==> config.mk <==
export PLATFORM = sky130hd
export DESIGN_NAME = mc_arbiter
export DESIGN_NICKNAME = d
export VERILOG_FILES = /design/src/rtl/mc_arb_pkg.sv /design/src/rtl/mc_arb_accept.sv /design/src/rtl/mc_arb_pick.sv /design/src/rtl/mc_arb_pend.sv /design/src/rtl/mc_arbiter.sv
export SDC_FILE = /design/constraint.sdc
export NUM_CORES = 1
export LEC_CHECK = 0
export BUFFER_PORTS_ARGS = -buffer_cell sky130_fd_sc_hd__buf_4
export CELL_PAD_IN_SITES_DETAIL_PLACEMENT = 0
export CELL_PAD_IN_SITES_GLOBAL_PLACEMENT = 1
export CORE_MARGIN = 5
export CORE_UTILIZATION = 36
export DETAILED_ROUTE_END_ITERATION = 12
export PLACE_DENSITY = 0.83
export SETUP_SLACK_MARGIN = 0.2
export SYNTH_ARGS = -nofsm -noshare
export SYNTH_HDL_FRONTEND = slang
export SYNTH_SLANG_ARGS = --single-unit
==> constraint.sdc <==
create_clock -name clk_i -period 1.85 [get_ports clk_i]
set_input_delay 0.37 -clock clk_i [delete_from_list [all_inputs] [get_ports clk_i]]
set_output_delay 0.37 -clock clk_i [all_outputs]
set_load 0.1 [all_outputs]
==> src/rtl/mc_arb_pkg.sv <==
package mc_arb_pkg;
  localparam int unsigned NUM_ST = 8;

  typedef enum logic [2:0] {
    ST_NORM  = 3'd0,
    ST_WAIT  = 3'd1,
    ST_RFSH  = 3'd2,
    ST_IACK  = 3'd3,
    ST_DMA   = 3'd4,
    ST_BREL  = 3'd5,
    ST_SLEEP = 3'd6,
    ST_STOP  = 3'd7
  } arb_st_e;

  typedef struct packed {
    logic wait_ok;
    logic rfsh_ok;
    logic bus_ok;
    logic dma_ok;
    logic irq_ok;
  } acc_t;
endpackage

==> src/rtl/mc_arb_accept.sv <==
module mc_arb_accept
  import mc_arb_pkg::*;
(
  input  arb_st_e st_i,
  output acc_t    acc_o
);
  always_comb begin
    acc_o = '0;
    unique case (st_i)
      ST_NORM: acc_o = '{wait_ok: 1'b1, rfsh_ok: 1'b1, bus_ok: 1'b1, dma_ok: 1'b1, irq_ok: 1'b1};
      ST_WAIT: acc_o = '{wait_ok: 1'b1, rfsh_ok: 1'b0, bus_ok: 1'b0, dma_ok: 1'b1, irq_ok: 1'b1};
      ST_IACK: acc_o = '{wait_ok: 1'b1, rfsh_ok: 1'b1, bus_ok: 1'b1, dma_ok: 1'b1, irq_ok: 1'b0};
      ST_DMA:  acc_o = '{wait_ok: 1'b1, rfsh_ok: 1'b1, bus_ok: 1'b1, dma_ok: 1'b1, irq_ok: 1'b0};
      default: acc_o = '0;
    endcase
  end
endmodule

==> src/rtl/mc_arb_pick.sv <==
module mc_arb_pick #(
  parameter int unsigned W = 4
) (
  input  logic [W-1:0] req_i,
  output logic [W-1:0] gnt_o,
  output logic         any_o
);
  // lowest index wins
  always_comb begin
    gnt_o = '0;
    for (int i = W - 1; i >= 0; i--) begin
      if (req_i[i]) begin
        gnt_o    = '0;
        gnt_o[i] = 1'b1;
      end
    end
  end
  assign any_o = |req_i;
endmodule

==> src/rtl/mc_arb_pend.sv <==
module mc_arb_pend #(
  parameter int unsigned N_CH = 2
) (
  input  logic            clk_i,
  input  logic            rst_ni,
  input  logic [N_CH-1:0] set_i,
  input  logic [N_CH-1:0] clr_i,
  output logic [N_CH-1:0] pend_o
);
  for (genvar c = 0; c < N_CH; c++) begin : g_ch
    logic q;
    always_ff @(posedge clk_i or negedge rst_ni) begin
      if (!rst_ni)       q <= 1'b0;
      else if (clr_i[c]) q <= 1'b0;
      else if (set_i[c]) q <= 1'b1;
    end
    assign pend_o[c] = q;
  end
endmodule

==> src/rtl/mc_arbiter.sv <==
module mc_arbiter
  import mc_arb_pkg::*;
#(
  parameter int unsigned N_DMA = 2,
  parameter int unsigned N_IRQ = 3
) (
  input  logic              clk_i,
  input  logic              rst_ni,
  input  logic              wait_i,
  input  logic              rfsh_req_i,
  input  logic [N_DMA-1:0]  dreq_i,
  input  logic              busreq_i,
  input  logic [N_IRQ-1:0]  irq_i,
  input  logic              mc_end_i,
  input  logic              instr_end_i,
  input  logic              sleep_cmd_i,
  input  logic              stop_cmd_i,
  output logic [NUM_ST-1:0] status_o,
  output logic              stall_o,
  output logic              busack_o,
  output logic [N_DMA-1:0]  dma_gnt_o,
  output logic [N_IRQ-1:0]  irq_sel_o
);
  localparam int unsigned N_CLS = 4;  // rfsh, bus, dma, irq

  arb_st_e st_q, st_d, org_q, org_d;
  logic [N_DMA-1:0] dma_q, dma_d, pend, pend_set, pend_clr, dma_eff, dma_pick;
  logic [N_IRQ-1:0] irq_q, irq_d, irq_pick;
  logic [N_CLS-1:0] cls_req, cls_g;
  logic             dma_any, irq_any, cls_any, stall, bnd;
  acc_t             acc;

  mc_arb_accept u_accept (.st_i(st_q), .acc_o(acc));

  assign stall   = wait_i & acc.wait_ok;
  assign bnd     = mc_end_i & ~stall;
  assign dma_eff = dreq_i | pend;

  mc_arb_pick #(.W(N_DMA)) u_pick_dma (.req_i(dma_eff), .gnt_o(dma_pick), .any_o(dma_any));
  mc_arb_pick #(.W(N_IRQ)) u_pick_irq (.req_i(irq_i),   .gnt_o(irq_pick), .any_o(irq_any));

  assign cls_req[0] = acc.rfsh_ok & rfsh_req_i;
  assign cls_req[1] = acc.bus_ok  & busreq_i;
  assign cls_req[2] = acc.dma_ok  & dma_any;
  assign cls_req[3] = acc.irq_ok  & instr_end_i & irq_any;

  mc_arb_pick #(.W(N_CLS)) u_pick_cls (.req_i(cls_req), .gnt_o(cls_g), .any_o(cls_any));

  // latch DMA seen while refresh or a normal-origin release owns the cycle
  assign pend_set = ((st_q == ST_RFSH) || (st_q == ST_BREL && org_q == ST_NORM))
                    ? dreq_i : '0;
  assign pend_clr = (bnd & cls_g[2]) ? dma_pick : '0;

  mc_arb_pend #(.N_CH(N_DMA)) u_pend (
    .clk_i (clk_i),
    .rst_ni(rst_ni),
    .set_i (pend_set),
    .clr_i (pend_clr),
    .pend_o(pend)
  );

  always_comb begin
    st_d  = st_q;
    org_d = org_q;
    dma_d = dma_q;
    irq_d = irq_q;
    unique case (st_q)
      ST_SLEEP, ST_STOP: begin
        if (busreq_i) begin
          st_d  = ST_BREL;
          org_d = st_q;
        end else if (irq_any) begin
          st_d = ST_NORM;
        end
      end
      ST_BREL: begin
        if (mc_end_i && !busreq_i) begin
          st_d  = org_q;
          org_d = ST_NORM;
        end
      end
      default: begin
        if (stall) begin
          if (st_q == ST_NORM) st_d = ST_WAIT;
        end else if (bnd) begin
          dma_d = '0;
          irq_d = '0;
          if (cls_any) begin
            if (cls_g[0]) st_d = ST_RFSH;
            else if (cls_g[1]) begin
              st_d  = ST_BREL;
              org_d = ST_NORM;
            end else if (cls_g[2]) begin
              st_d  = ST_DMA;
              dma_d = dma_pick;
            end else begin
              st_d  = ST_IACK;
              irq_d = irq_pick;
            end
          end else if (st_q == ST_NORM && instr_end_i && stop_cmd_i) begin
            st_d = ST_STOP;
          end else if (st_q == ST_NORM && instr_end_i && sleep_cmd_i) begin
            st_d = ST_SLEEP;
          end else begin
            st_d = ST_NORM;
          end
        end else if (st_q == ST_WAIT) begin
          st_d = ST_NORM;
        end
      end
    endcase
  end

  always_ff @(posedge clk_i or negedge rst_ni) begin
    if (!rst_ni) begin
      st_q  <= ST_NORM;
      org_q <= ST_NORM;
      dma_q <= '0;
      irq_q <= '0;
    end else begin
      st_q  <= st_d;
      org_q <= org_d;
      dma_q <= dma_d;
      irq_q <= irq_d;
    end
  end

  assign status_o  = NUM_ST'(1) << st_q;
  assign stall_o   = stall;
  assign busack_o  = (st_q == ST_BREL);
  assign dma_gnt_o = dma_q;
  assign irq_sel_o = irq_q;
endmodule

==> metrics.cfg <==
[logic_synthesis]
yosys-top-cells-count=dfrtp_1, nor2_1, nand2_1, inv_1
synth_seq_cells=12
syn_inst=109
ys.flop_type=dfrtp_1
synthDistinctLibCells=45
netlist_area_um2=931
synth_top_cell_area_share_pct=32.3
synth_top_cell_by_area=dfrtp_1
syn_area_per_cell_um2=8.54
ys_seq_area_share_pct=32.3
async_flop_share_pct=100
yosys_warnings=0
synth_area_leaders=dfrtp_1, nor2_1, nand2_1
synth-edff-count=0
synth_nets=123

[floorplan]
fp.dieW_um=60.9
dieHeight_um=60.9
fp.coreArea_um2=2480
start_util_pct=37.6
row_count=18
ios=29
die_area_um2=3700

[clock_network]
clk_pin_slew_ns=0.08
cts_tree=yes
htreeDepth=1
clock_path_buffers=2
cts_made_buffers=3
cts_sinks=12
cts-root-buf=clkbuf_4
clock_latency_ns=0.27

[final_layout]
area.growth.synth_to_final_pct=87.1
fin_nets=176
drive_gt1_share_pct=60.9
diodes=0
final_area_um2=1740

[timing]
timing.hold.ws_ns=0.319
finalMaxSlewViolations=0
fin_ws_ns=0.0845
hold_viol=0
fin_crit_sh_pct=95.4
relSlewSlack_pct=72.7
fmax_mhz=566
tightest_slew_ns=0.409
rsz0062_at_grt=true
skew_ns=0.000540
final-setup-viol-count=0
layout_min_cycle_time_ns=1.77

[global_route]
grt_pass1_wl_um=5000
grt_usage_pct=17.7
grt_max_degree=13
overflow=0
grt_pass1_vias=1084
antenna_found_initial=0

[worst_setup_path]
reg2regPathDepth=5
end_kind=output port
cp_data_required_time_ns=1.48
cp_max_fo=8
startpoint_type=register
critPathBufInv=2
arrival_ns=1.40
path_class=register to output port
cp.depth=3
crit_path_cell_trace=buf_8 -> nor3b_4 -> buf_12
slowest_stage=dfrtp_2
slowest_delay_ns=0.48
cp_top_family=flip-flops

[hold_path]
min_path_type=input port to register
hold_depth=2

[placement]
post-dp-hpwl_um=2120
place_worst_setup_slack_ns=0.0861
place.gp.congestion=0.819
dpl-instance-area_um2=1250
port_buffers=28

[drt]
drcViolationCount=0
wl_per_cell_um=16.7
drt-vias-per-instance=5.66
totalWireLength_um=3200
dr_total_vias=1082
ant_nets=0
drt_iter0_markers=41
detail_route.first_pass.iterations=4

[flow_run]
cap_violations=0

[run_status]
status=completed

-- state kept, by name, summed over array words and instances (netlist names) --
| name | cells |
|---|---|
| org_q | 2 |
| st_q | 3 |
| irq_sel_o | 3 |
| dma_gnt_o | 2 |
| u_pend.g_ch.q | 2 |
-- path summary, 6_finish.rpt --
| check | startpoint | to | slack [ns] |
|---|---|---|---|
| worst max register to register | st_q[1] | st_q[0] | 0.13 |
| max in group asynchronous | rst_ni | st_q[0] | 1.23 |
| worst min register to register | dma_gnt_o[1] | dma_gnt_o[1] | 0.49 |
| worst max-delay path | st_q[0] | status_o[4] | 0.08 |
| worst min-delay path | irq_i[0] | irq_sel_o[1] | 0.32 |
| min in group asynchronous | rst_ni | irq_sel_o[0] | 0.46 |
-- worst reg2reg max path, cell delays in order, from the launching register on --
cell	delay, ns
dfrtp_2	0.48
and3b_2	0.32
o22ai_4	0.19
nand3_1	0.15
o211ai_1	0.30
a41oi_2	0.15
-- cells by family (layout without fill, tap and decap cells) --
family                 count (synthesis)  count (layout)  synth area share [%]
AND/OR/NAND/NOR                       51              51                  33.2
multiplexers                           2               2                  2.69
flip-flops                            12              12                  32.3
buffers and inverters                 12              64                  5.91
AO/OA/AOI/OAI                         32              32                  25.9
-- per-layer routing --
metal / track usage [%] / vias to the layer above / wire length, um
li1: - / 510 / -
met2: 31.9 / 43 / 1620
met4: 3.72 / 0 / 89
met3: 2.13 / 8 / 200
met1: 22.6 / 521 / 1290
met5: 0 / - / 0
-- stage by stage --
stage	util [%]	cells	setup TNS, ns
after floorplan	-	109	-0.826
after global placement	50.4	169	0
after CTS	63.7	186	0
after detailed placement	50.4	169	0
final	70.3	191	0
after global routing	70.3	191	0
-- area by class of cell --
class	count	area, um^2
clock buffers	4	36.3
fillers	182	736
inverters	6	30.0
multi-input cells	85	771
flip-flops and latches	12	304
well taps	30	37.5
repair buffers	54	563
-- timing repair --
action | in CTS | in global routing
resized for setup | 49 | 23
setup buffers | 12 | 5
setup endpoints to repair | 19 | 20
hold buffers | 1 | 0
hold endpoints to repair | 12 | 0
pin swaps | 5 | 11
gates cloned | 0 | 0
-- cell usage in the layout, fill, tap and decap left out, types with 4 or more instances in the layout --
cell	instances
buf_4	36
buf_12	10
nand2_1	9
dfrtp_1	9
nor2_1	6
buf_6	6
o21ai_0	4
inv_1	4
nand3_1	4
Power is not shown: default switching activity piles up to over one toggle a cycle in this logic, so the estimate is an artifact.
